$ cat src/rtl/launch_pkg.sv
package launch_pkg;
   // Start mode carried by the descriptor's mode bit.
   typedef enum logic {
      START_SHARED = 1'b0,
      START_COPY   = 1'b1
   } start_mode_e;
endpackage

$ cat src/rtl/launch_idle_pick.sv
module launch_idle_pick #(
   parameter int N     = 8,
   parameter int IDX_W = 3
) (
   input  logic [N-1:0]     idle,
   output logic             found,
   output logic [IDX_W-1:0] idx
);
   if (N < 2 || (1 << IDX_W) < N) begin : g_bad_params
      $error("launch_idle_pick: index width too small for core count");
   end

   // Scan from the top so the lowest idle index is the last one kept.
   always_comb begin
      found = 1'b0;
      idx   = '0;
      for (int i = N - 1; i >= 0; i--) begin
         if (idle[i]) begin
            found = 1'b1;
            idx   = IDX_W'(i);
         end
      end
   end
endmodule

$ cat src/rtl/launch_desc_decode.sv
module launch_desc_decode
   import launch_pkg::*;
#(
   parameter int DESC_W     = 32,
   parameter int ADDR_W     = 18,
   parameter int CNT_W      = 9,
   parameter int CNT_LSB    = 12,
   parameter int SRC_W      = 12,
   parameter int MODE_BIT   = 31,
   parameter int ALIGN_BITS = 2
) (
   input  logic [DESC_W-1:0] desc,
   output start_mode_e       mode,
   output logic [CNT_W-1:0]  count,
   output logic              count_zero,
   output logic [SRC_W-1:0]  src,
   output logic [ADDR_W-1:0] ptrb_addr,
   output logic [ADDR_W-1:0] start_pc
);
   if (CNT_LSB + CNT_W > MODE_BIT || SRC_W > CNT_LSB || ADDR_W > MODE_BIT ||
       MODE_BIT >= DESC_W || ALIGN_BITS < 1 || ALIGN_BITS >= ADDR_W) begin : g_bad_layout
      $error("launch_desc_decode: descriptor fields overlap or exceed width");
   end

   // Bits between the count field and the mode bit are reserved / ignored.
   logic unused_reserved;
   assign unused_reserved = ^desc[MODE_BIT-1:CNT_LSB+CNT_W];

   assign mode       = start_mode_e'(desc[MODE_BIT]);
   assign count      = desc[CNT_LSB +: CNT_W];
   assign count_zero = (count == '0);
   assign src        = desc[SRC_W-1:0];
   assign ptrb_addr  = {desc[ADDR_W-1:ALIGN_BITS], {ALIGN_BITS{1'b0}}};
   assign start_pc   = (mode == START_COPY) ? '0 : desc[ADDR_W-1:0];
endmodule

$ cat src/rtl/launch_core_slot.sv
module launch_core_slot #(
   parameter int PARAM_W = 18,
   parameter int ADDR_W  = 18
) (
   input  logic               clk,
   input  logic               rst_n,
   input  logic               grant,
   input  logic               stop,
   input  logic               ld_done,
   input  logic               copy_mode,
   input  logic               count_zero,
   input  logic [PARAM_W-1:0] ptra_in,
   input  logic [ADDR_W-1:0]  ptrb_in,
   input  logic [ADDR_W-1:0]  pc_in,
   output logic               busy,
   output logic               reset_o,
   output logic               start_o,
   output logic               hubexec_o,
   output logic [PARAM_W-1:0] ptra_o,
   output logic [ADDR_W-1:0]  ptrb_o,
   output logic [ADDR_W-1:0]  pc_o
);
   logic pending;

   always_ff @(posedge clk) begin
      if (!rst_n) begin
         busy      <= 1'b0;
         pending   <= 1'b0;
         reset_o   <= 1'b0;
         start_o   <= 1'b0;
         hubexec_o <= 1'b0;
         ptra_o    <= '0;
         ptrb_o    <= '0;
         pc_o      <= '0;
      end else begin
         reset_o <= grant;
         start_o <= 1'b0;
         if (grant) begin
            busy      <= 1'b1;
            ptra_o    <= ptra_in;
            ptrb_o    <= ptrb_in;
            pc_o      <= pc_in;
            hubexec_o <= !copy_mode;
            pending   <= copy_mode && !count_zero;
            start_o   <= !copy_mode || count_zero;
         end else if (stop) begin
            busy    <= 1'b0;
            pending <= 1'b0;
         end else if (pending && ld_done) begin
            pending <= 1'b0;
            start_o <= 1'b1;
         end
      end
   end

   AST_GRANT_IDLE_ONLY: assert property (@(posedge clk) disable iff (!rst_n)
      grant |-> !busy);
   AST_BUSY_AFTER_GRANT: assert property (@(posedge clk) disable iff (!rst_n)
      grant |=> busy);
   AST_STOP_IDLES: assert property (@(posedge clk) disable iff (!rst_n)
      (stop && !grant) |=> !busy);
   AST_COPY_WAITS_DONE: assert property (@(posedge clk) disable iff (!rst_n)
      (start_o && !hubexec_o && !$past(grant)) |-> $past(ld_done));
   AST_RESET_MARKS_BUSY: assert property (@(posedge clk) disable iff (!rst_n)
      reset_o |-> busy);
endmodule

$ cat src/rtl/core_launch_ctrl.sv
module core_launch_ctrl
   import launch_pkg::*;
#(
   parameter int N_CORES    = 8,
   parameter int DESC_W     = 32,
   parameter int PARAM_W    = 18,
   parameter int ADDR_W     = 18,
   parameter int CNT_W      = 9,
   parameter int CNT_LSB    = 12,
   parameter int SRC_W      = 12,
   parameter int MODE_BIT   = 31,
   parameter int ALIGN_BITS = 2,
   localparam int IDX_W     = $clog2(N_CORES)
) (
   input  logic                              clk,
   input  logic                              rst_n,
   input  logic                              req_valid,
   input  logic [DESC_W-1:0]                 req_desc,
   input  logic [PARAM_W-1:0]                req_param,
   output logic                              rsp_valid,
   output logic [IDX_W-1:0]                  rsp_core,
   output logic                              rsp_fail,
   input  logic [N_CORES-1:0]                core_stop,
   output logic [N_CORES-1:0]                core_reset,
   output logic [N_CORES-1:0]                core_start,
   output logic [N_CORES-1:0]                core_hubexec,
   output logic [N_CORES-1:0][PARAM_W-1:0]   core_ptra,
   output logic [N_CORES-1:0][ADDR_W-1:0]    core_ptrb,
   output logic [N_CORES-1:0][ADDR_W-1:0]    core_pc,
   output logic                              ld_req,
   output logic [IDX_W-1:0]                  ld_core,
   output logic [SRC_W-1:0]                  ld_src,
   output logic [CNT_W-1:0]                  ld_count,
   input  logic [N_CORES-1:0]                ld_done
);
   logic [N_CORES-1:0] busy;
   logic [N_CORES-1:0] grant_vec;
   logic               pick_found;
   logic [IDX_W-1:0]   pick_idx;
   start_mode_e        dec_mode;
   logic [CNT_W-1:0]   dec_count;
   logic               dec_count_zero;
   logic [SRC_W-1:0]   dec_src;
   logic [ADDR_W-1:0]  dec_ptrb;
   logic [ADDR_W-1:0]  dec_pc;
   logic               grant_ok;
   logic               copy_mode;

   launch_idle_pick #(.N(N_CORES), .IDX_W(IDX_W)) u_pick (
      .idle  (~busy),
      .found (pick_found),
      .idx   (pick_idx)
   );

   launch_desc_decode #(
      .DESC_W(DESC_W), .ADDR_W(ADDR_W), .CNT_W(CNT_W), .CNT_LSB(CNT_LSB),
      .SRC_W(SRC_W), .MODE_BIT(MODE_BIT), .ALIGN_BITS(ALIGN_BITS)
   ) u_dec (
      .desc       (req_desc),
      .mode       (dec_mode),
      .count      (dec_count),
      .count_zero (dec_count_zero),
      .src        (dec_src),
      .ptrb_addr  (dec_ptrb),
      .start_pc   (dec_pc)
   );

   assign grant_ok  = req_valid && pick_found;
   assign copy_mode = (dec_mode == START_COPY);
   assign grant_vec = grant_ok ? (N_CORES'(1) << pick_idx) : '0;

   for (genvar c = 0; c < N_CORES; c++) begin : g_slot
      launch_core_slot #(.PARAM_W(PARAM_W), .ADDR_W(ADDR_W)) u_slot (
         .clk        (clk),
         .rst_n      (rst_n),
         .grant      (grant_vec[c]),
         .stop       (core_stop[c]),
         .ld_done    (ld_done[c]),
         .copy_mode  (copy_mode),
         .count_zero (dec_count_zero),
         .ptra_in    (req_param),
         .ptrb_in    (dec_ptrb),
         .pc_in      (dec_pc),
         .busy       (busy[c]),
         .reset_o    (core_reset[c]),
         .start_o    (core_start[c]),
         .hubexec_o  (core_hubexec[c]),
         .ptra_o     (core_ptra[c]),
         .ptrb_o     (core_ptrb[c]),
         .pc_o       (core_pc[c])
      );
   end

   always_ff @(posedge clk) begin
      if (!rst_n) begin
         rsp_valid <= 1'b0;
         rsp_core  <= '0;
         rsp_fail  <= 1'b0;
         ld_req    <= 1'b0;
         ld_core   <= '0;
         ld_src    <= '0;
         ld_count  <= '0;
      end else begin
         rsp_valid <= req_valid;
         rsp_fail  <= req_valid && !pick_found;
         rsp_core  <= pick_found ? pick_idx : '0;
         ld_req    <= grant_ok && copy_mode && !dec_count_zero;
         if (grant_ok) begin
            ld_core  <= pick_idx;
            ld_src   <= dec_src;
            ld_count <= dec_count;
         end
      end
   end

   // every core below the picked index is busy, the picked one is idle.
   always_comb begin
      if (rst_n && grant_ok) begin
         AST_PICK_IS_IDLE: assert (!busy[pick_idx]);
         for (int j = 0; j < N_CORES; j++) begin
            if (j < int'(pick_idx)) begin
               AST_LOWEST_IDLE: assert (busy[j]);
            end
         end
      end
   end

   AST_FAIL_WHEN_FULL: assert property (@(posedge clk) disable iff (!rst_n)
      req_valid |=> (rsp_valid && (rsp_fail == $past(&busy))));
   AST_LOADER_ONE_SHOT: assert property (@(posedge clk) disable iff (!rst_n)
      ld_req |-> !core_start[ld_core]);
endmodule

$ cat config.mk
export PLATFORM = sky130hd
export DESIGN_NAME = core_launch_ctrl
export DESIGN_NICKNAME = d
export VERILOG_FILES = /design/src/rtl/launch_pkg.sv /design/src/rtl/launch_idle_pick.sv /design/src/rtl/launch_desc_decode.sv /design/src/rtl/launch_core_slot.sv /design/src/rtl/core_launch_ctrl.sv
export SDC_FILE = /design/constraint.sdc
export NUM_CORES = 1
export LEC_CHECK = 0
export ABC_AREA = 1
export BUFFER_PORTS_ARGS = -buffer_cell sky130_fd_sc_hd__buf_4
export CAP_MARGIN = 20
export CELL_PAD_IN_SITES_DETAIL_PLACEMENT = 0
export CELL_PAD_IN_SITES_GLOBAL_PLACEMENT = 1
export CORE_UTILIZATION = 34
export CTS_BUF_LIST = sky130_fd_sc_hd__clkbuf_8
export DETAILED_ROUTE_END_ITERATION = 10
export GPL_TIMING_DRIVEN = 0
export PLACE_DENSITY_LB_ADDON = 0.1
export SLEW_MARGIN = 40
export SYNTH_ARGS = -nofsm -noshare
export SYNTH_HDL_FRONTEND = slang
export SYNTH_SLANG_ARGS = --single-unit
export TNS_END_PERCENT = 30
$ cat constraint.sdc
create_clock -name clk -period 1.7 [get_ports clk]
set_input_delay 0.17 -clock clk [delete_from_list [all_inputs] [get_ports clk]]
set_output_delay 0.17 -clock clk [all_outputs]
set_load 0.02 [all_outputs]
==> impl_metrics.toml <==
[timing]
clock_skew_ns = 0.01885
finalHoldViolCount = 0
timing.final.ws_setup_ns = -0.1460
slew_headroom = 0.3841
finalSetupViolations = 378
tns_ns = -15.98
rsz0062_at_grt = "yes"
finalCritPeriodShare = 1.086
final_max_slew_viol_count = 0
worstMarginPinSlew_ns = 0.9228
fmaxAchievable_ghz = 0.5417
hold_ws_ns = 0.04899
post-route-min-period_ns = 1.846

[worst_hold_path]
min_path_type = "in -> reg"
hold_depth = 3
min_from = "req_desc[13]"
min_to = "g_slot[7].u_slot.ptrb_o[13]"

[synthesis]
synth_area_um2 = 18430
ys_ff_latch = 486
synth.avg_cell_area_um2 = 7.851
yosysSeqAreaShare = 0.5280
yosysWarnings = 0
synth.distinct_cells = 30
netlist_instances = 2347

[clocking]
cts_sinks = 486
cts_buffers = 86
clk_path_buf_depth = 3
cts_tree = "yes"
clock_latency_ns = 0.68
clkTransAtPathRegs_ns = 0.06
clockRootBuffer = "clkbuf_8"
htreeDepth = 3

[floorplan]
die_h_um = 234.8
dieArea_um2 = 55130
start_util = 0.3471
dieWidth_um = 234.8
core_region_area_um2 = 53080
row_count = 84
boundaryPins = 555

[setup_path]
critPathLaunchType = "register"
required_ns = 2.26
crit_type = "reg -> reg"
rr_endpoint = "g_slot[6].u_slot.ptra_o[5]"
r2r-start = "g_slot[7].u_slot.busy"
end_kind = "register"
r2r_slack_ns = -0.15
arrival_ns = 2.40
crit_fanout = 8
reg2regPathDepth = 13

[layout]
fin_util = 0.5141
drive_gt1_frac = 0.3247
fin_nets = 3120
nFillCells = 5223
final_area_um2 = 27290
fin_cells = 3805
area_delta_synth_final_pct = 48.10

[pwr]
total_power_mw = 25.26
vdd_drop_max_uv = 607.2
leakage_nw = 12.37
pwr_density_cell_nw_per_um2 = 925.7

[global_route]
track_usage = 0.3002
grt_antenna_before_repair = 2
grt_first_pass_wirelength_mm = 122.6
grt_pass1_vias = 18130
gr-total-overflow = 0
grt_max_degree = 12

[place]
placedInstanceArea_um2 = 23110
numPortBuffers = 493
dp_hpwl_mm = 61.73
place_ws_ns = -0.9748
place_inst = 3543
gp_congestion = 0.8425

[flow_run]
maxCapViolations = 0

[routing]
ant_nets = 0
drc = 0
totalWireLength_mm = 86.15
drt_pass1_iterations = 6
routedWlPerCell_um = 22.64
vias = 19210
drt_iter0_drc = 1228
vias_per_cell = 5.049

[outcome]
violations = "negative setup slack"
outcome = "complete, but fails checks"
==> routing by layer <==
layer,track usage,up-vias,part of all wire
met2,0.5146,734,0.49
met3,0.07742,152,0.071
met1,0.3654,9213,0.41
met4,0.09769,2,0.029
li1,-,9109,-
met5,0,-,0.00015
==> layout make-up <==
type                    count  area (um^2)  area share
flip-flops and latches    486         9739      0.3569
multi-input cells        1533         7602      0.2786
repair buffers            606         4857      0.1780
plain buffers             259         2163     0.07928
clock buffers             110         1514     0.05548
well taps                 688        860.8     0.03155
inverters                  79        311.5     0.01142
clock inverters            41        231.5    0.008483
diodes                      3        7.507   0.0002751
==> synth_stat cells, drive strengths merged <==
| cell | number | area [um^2] |
|---|---|---|
| o21bai | 70 | 525.5 |
| a31oi | 1 | 12.51 |
| dfxtp | 486 | 9729 |
| clkbuf | 115 | 454.2 |
| nand3b | 2 | 15.01 |
| nand4 | 206 | 1310 |
| inv | 78 | 292.8 |
| nor2 | 273 | 1095 |
| a21oi | 232 | 1176 |
| nand2 | 571 | 2151 |
| nor3 | 2 | 10.01 |
| buf | 149 | 832.1 |
| nand3 | 132 | 670.6 |
| o21ai | 28 | 143.9 |
| clkinv | 1 | 3.750 |
| conb | 1 | 3.750 |
==> what timing repair did <==
action,in CTS,in global routing
gates cloned,6,6
endpoints found under the setup margin,482,469
endpoints found under the hold margin,180,0
hold buffers,46,0
gates resized for setup,314,130
pin swaps,36,56
buffers inserted,43,13
==> critical path: stages (launching register included) <==
cell and delay [ns]:
dfxtp_2 0.35, inv_2 0.04, nand2_2 0.05, nand2_1 0.04, nand2_1 0.06, nand2_1 0.06, nand2_2 0.12, nand2_4 0.11
nand2_8 0.12, nand3_4 0.16, buf_12 0.22, buf_12 0.15, o21bai_1 0.17, nor2_1 0.06
==> worst max-delay path by stage <==
stage,slack [ns],start,to
after detailed placement,-0.97,rst_n,g_slot[5].u_slot.start_o
after CTS,-0.12,g_slot[7].u_slot.busy,g_slot[6].u_slot.ptrb_o[14]
final,-0.15,g_slot[7].u_slot.busy,g_slot[6].u_slot.ptra_o[5]
after global placement,-0.99,rst_n,g_slot[3].u_slot.start_o
after floorplan,0.03,g_slot[0].u_slot.busy,g_slot[6].u_slot.ptra_o[16]
after global routing,-0.22,g_slot[0].u_slot.busy,g_slot[5].u_slot.pc_o[15]
==> cell families after synthesis <==
| logic type | count (synthesis) | share of synthesized area |
|---|---|---|
| flip-flops | 486 | 0.5280 |
| AND/OR/NAND/NOR | 1186 | 0.2850 |
| buffers and inverters | 343 | 0.08590 |
| AO/OA/AOI/OAI | 331 | 0.1008 |
| other | 1 | 0.0002035 |
==> where the power goes <==
| part | switching, mW | total, mW | internal [mW] |
|---|---|---|---|
| sequential | 0.0979 | 11.7 | 11.6 |
| combinational | 1.60 | 2.43 | 0.832 |
| clock | 5.08 | 11.2 | 6.08 |
| total | 6.78 | 25.3 | 18.5 |
==> sequential cells by signal, summed over array words and instances (netlist names) <==
name,flops
g_slot.u_slot.busy,8
g_slot.u_slot.hubexec_o,8
g_slot.u_slot.pc_o,144
g_slot.u_slot.pending,8
g_slot.u_slot.ptra_o,144
g_slot.u_slot.ptrb_o,128
g_slot.u_slot.reset_o,8
g_slot.u_slot.start_o,8
ld_core,3
ld_count,9
ld_req,1
ld_src,12
rsp_core,3
rsp_fail,1
rsp_valid,1
==> cells in the final DEF, fill, tap and decap left out, drive strengths merged, types with 3 or more instances in the layout <==
| cell type | n |
|---|---|
| buf | 715 |
| nand2 | 571 |
| dfxtp | 486 |
| nor2 | 273 |
| a21oi | 232 |
| clkbuf | 214 |
| nand4 | 206 |
| nand3 | 132 |
| inv | 107 |
| o21bai | 70 |
| dlygate4sd3 | 46 |
| o21ai | 28 |
| conb | 16 |
| clkinv | 8 |
| diode | 3 |
| clkinvlp | 3 |
(Power assumes the default switching activity.)
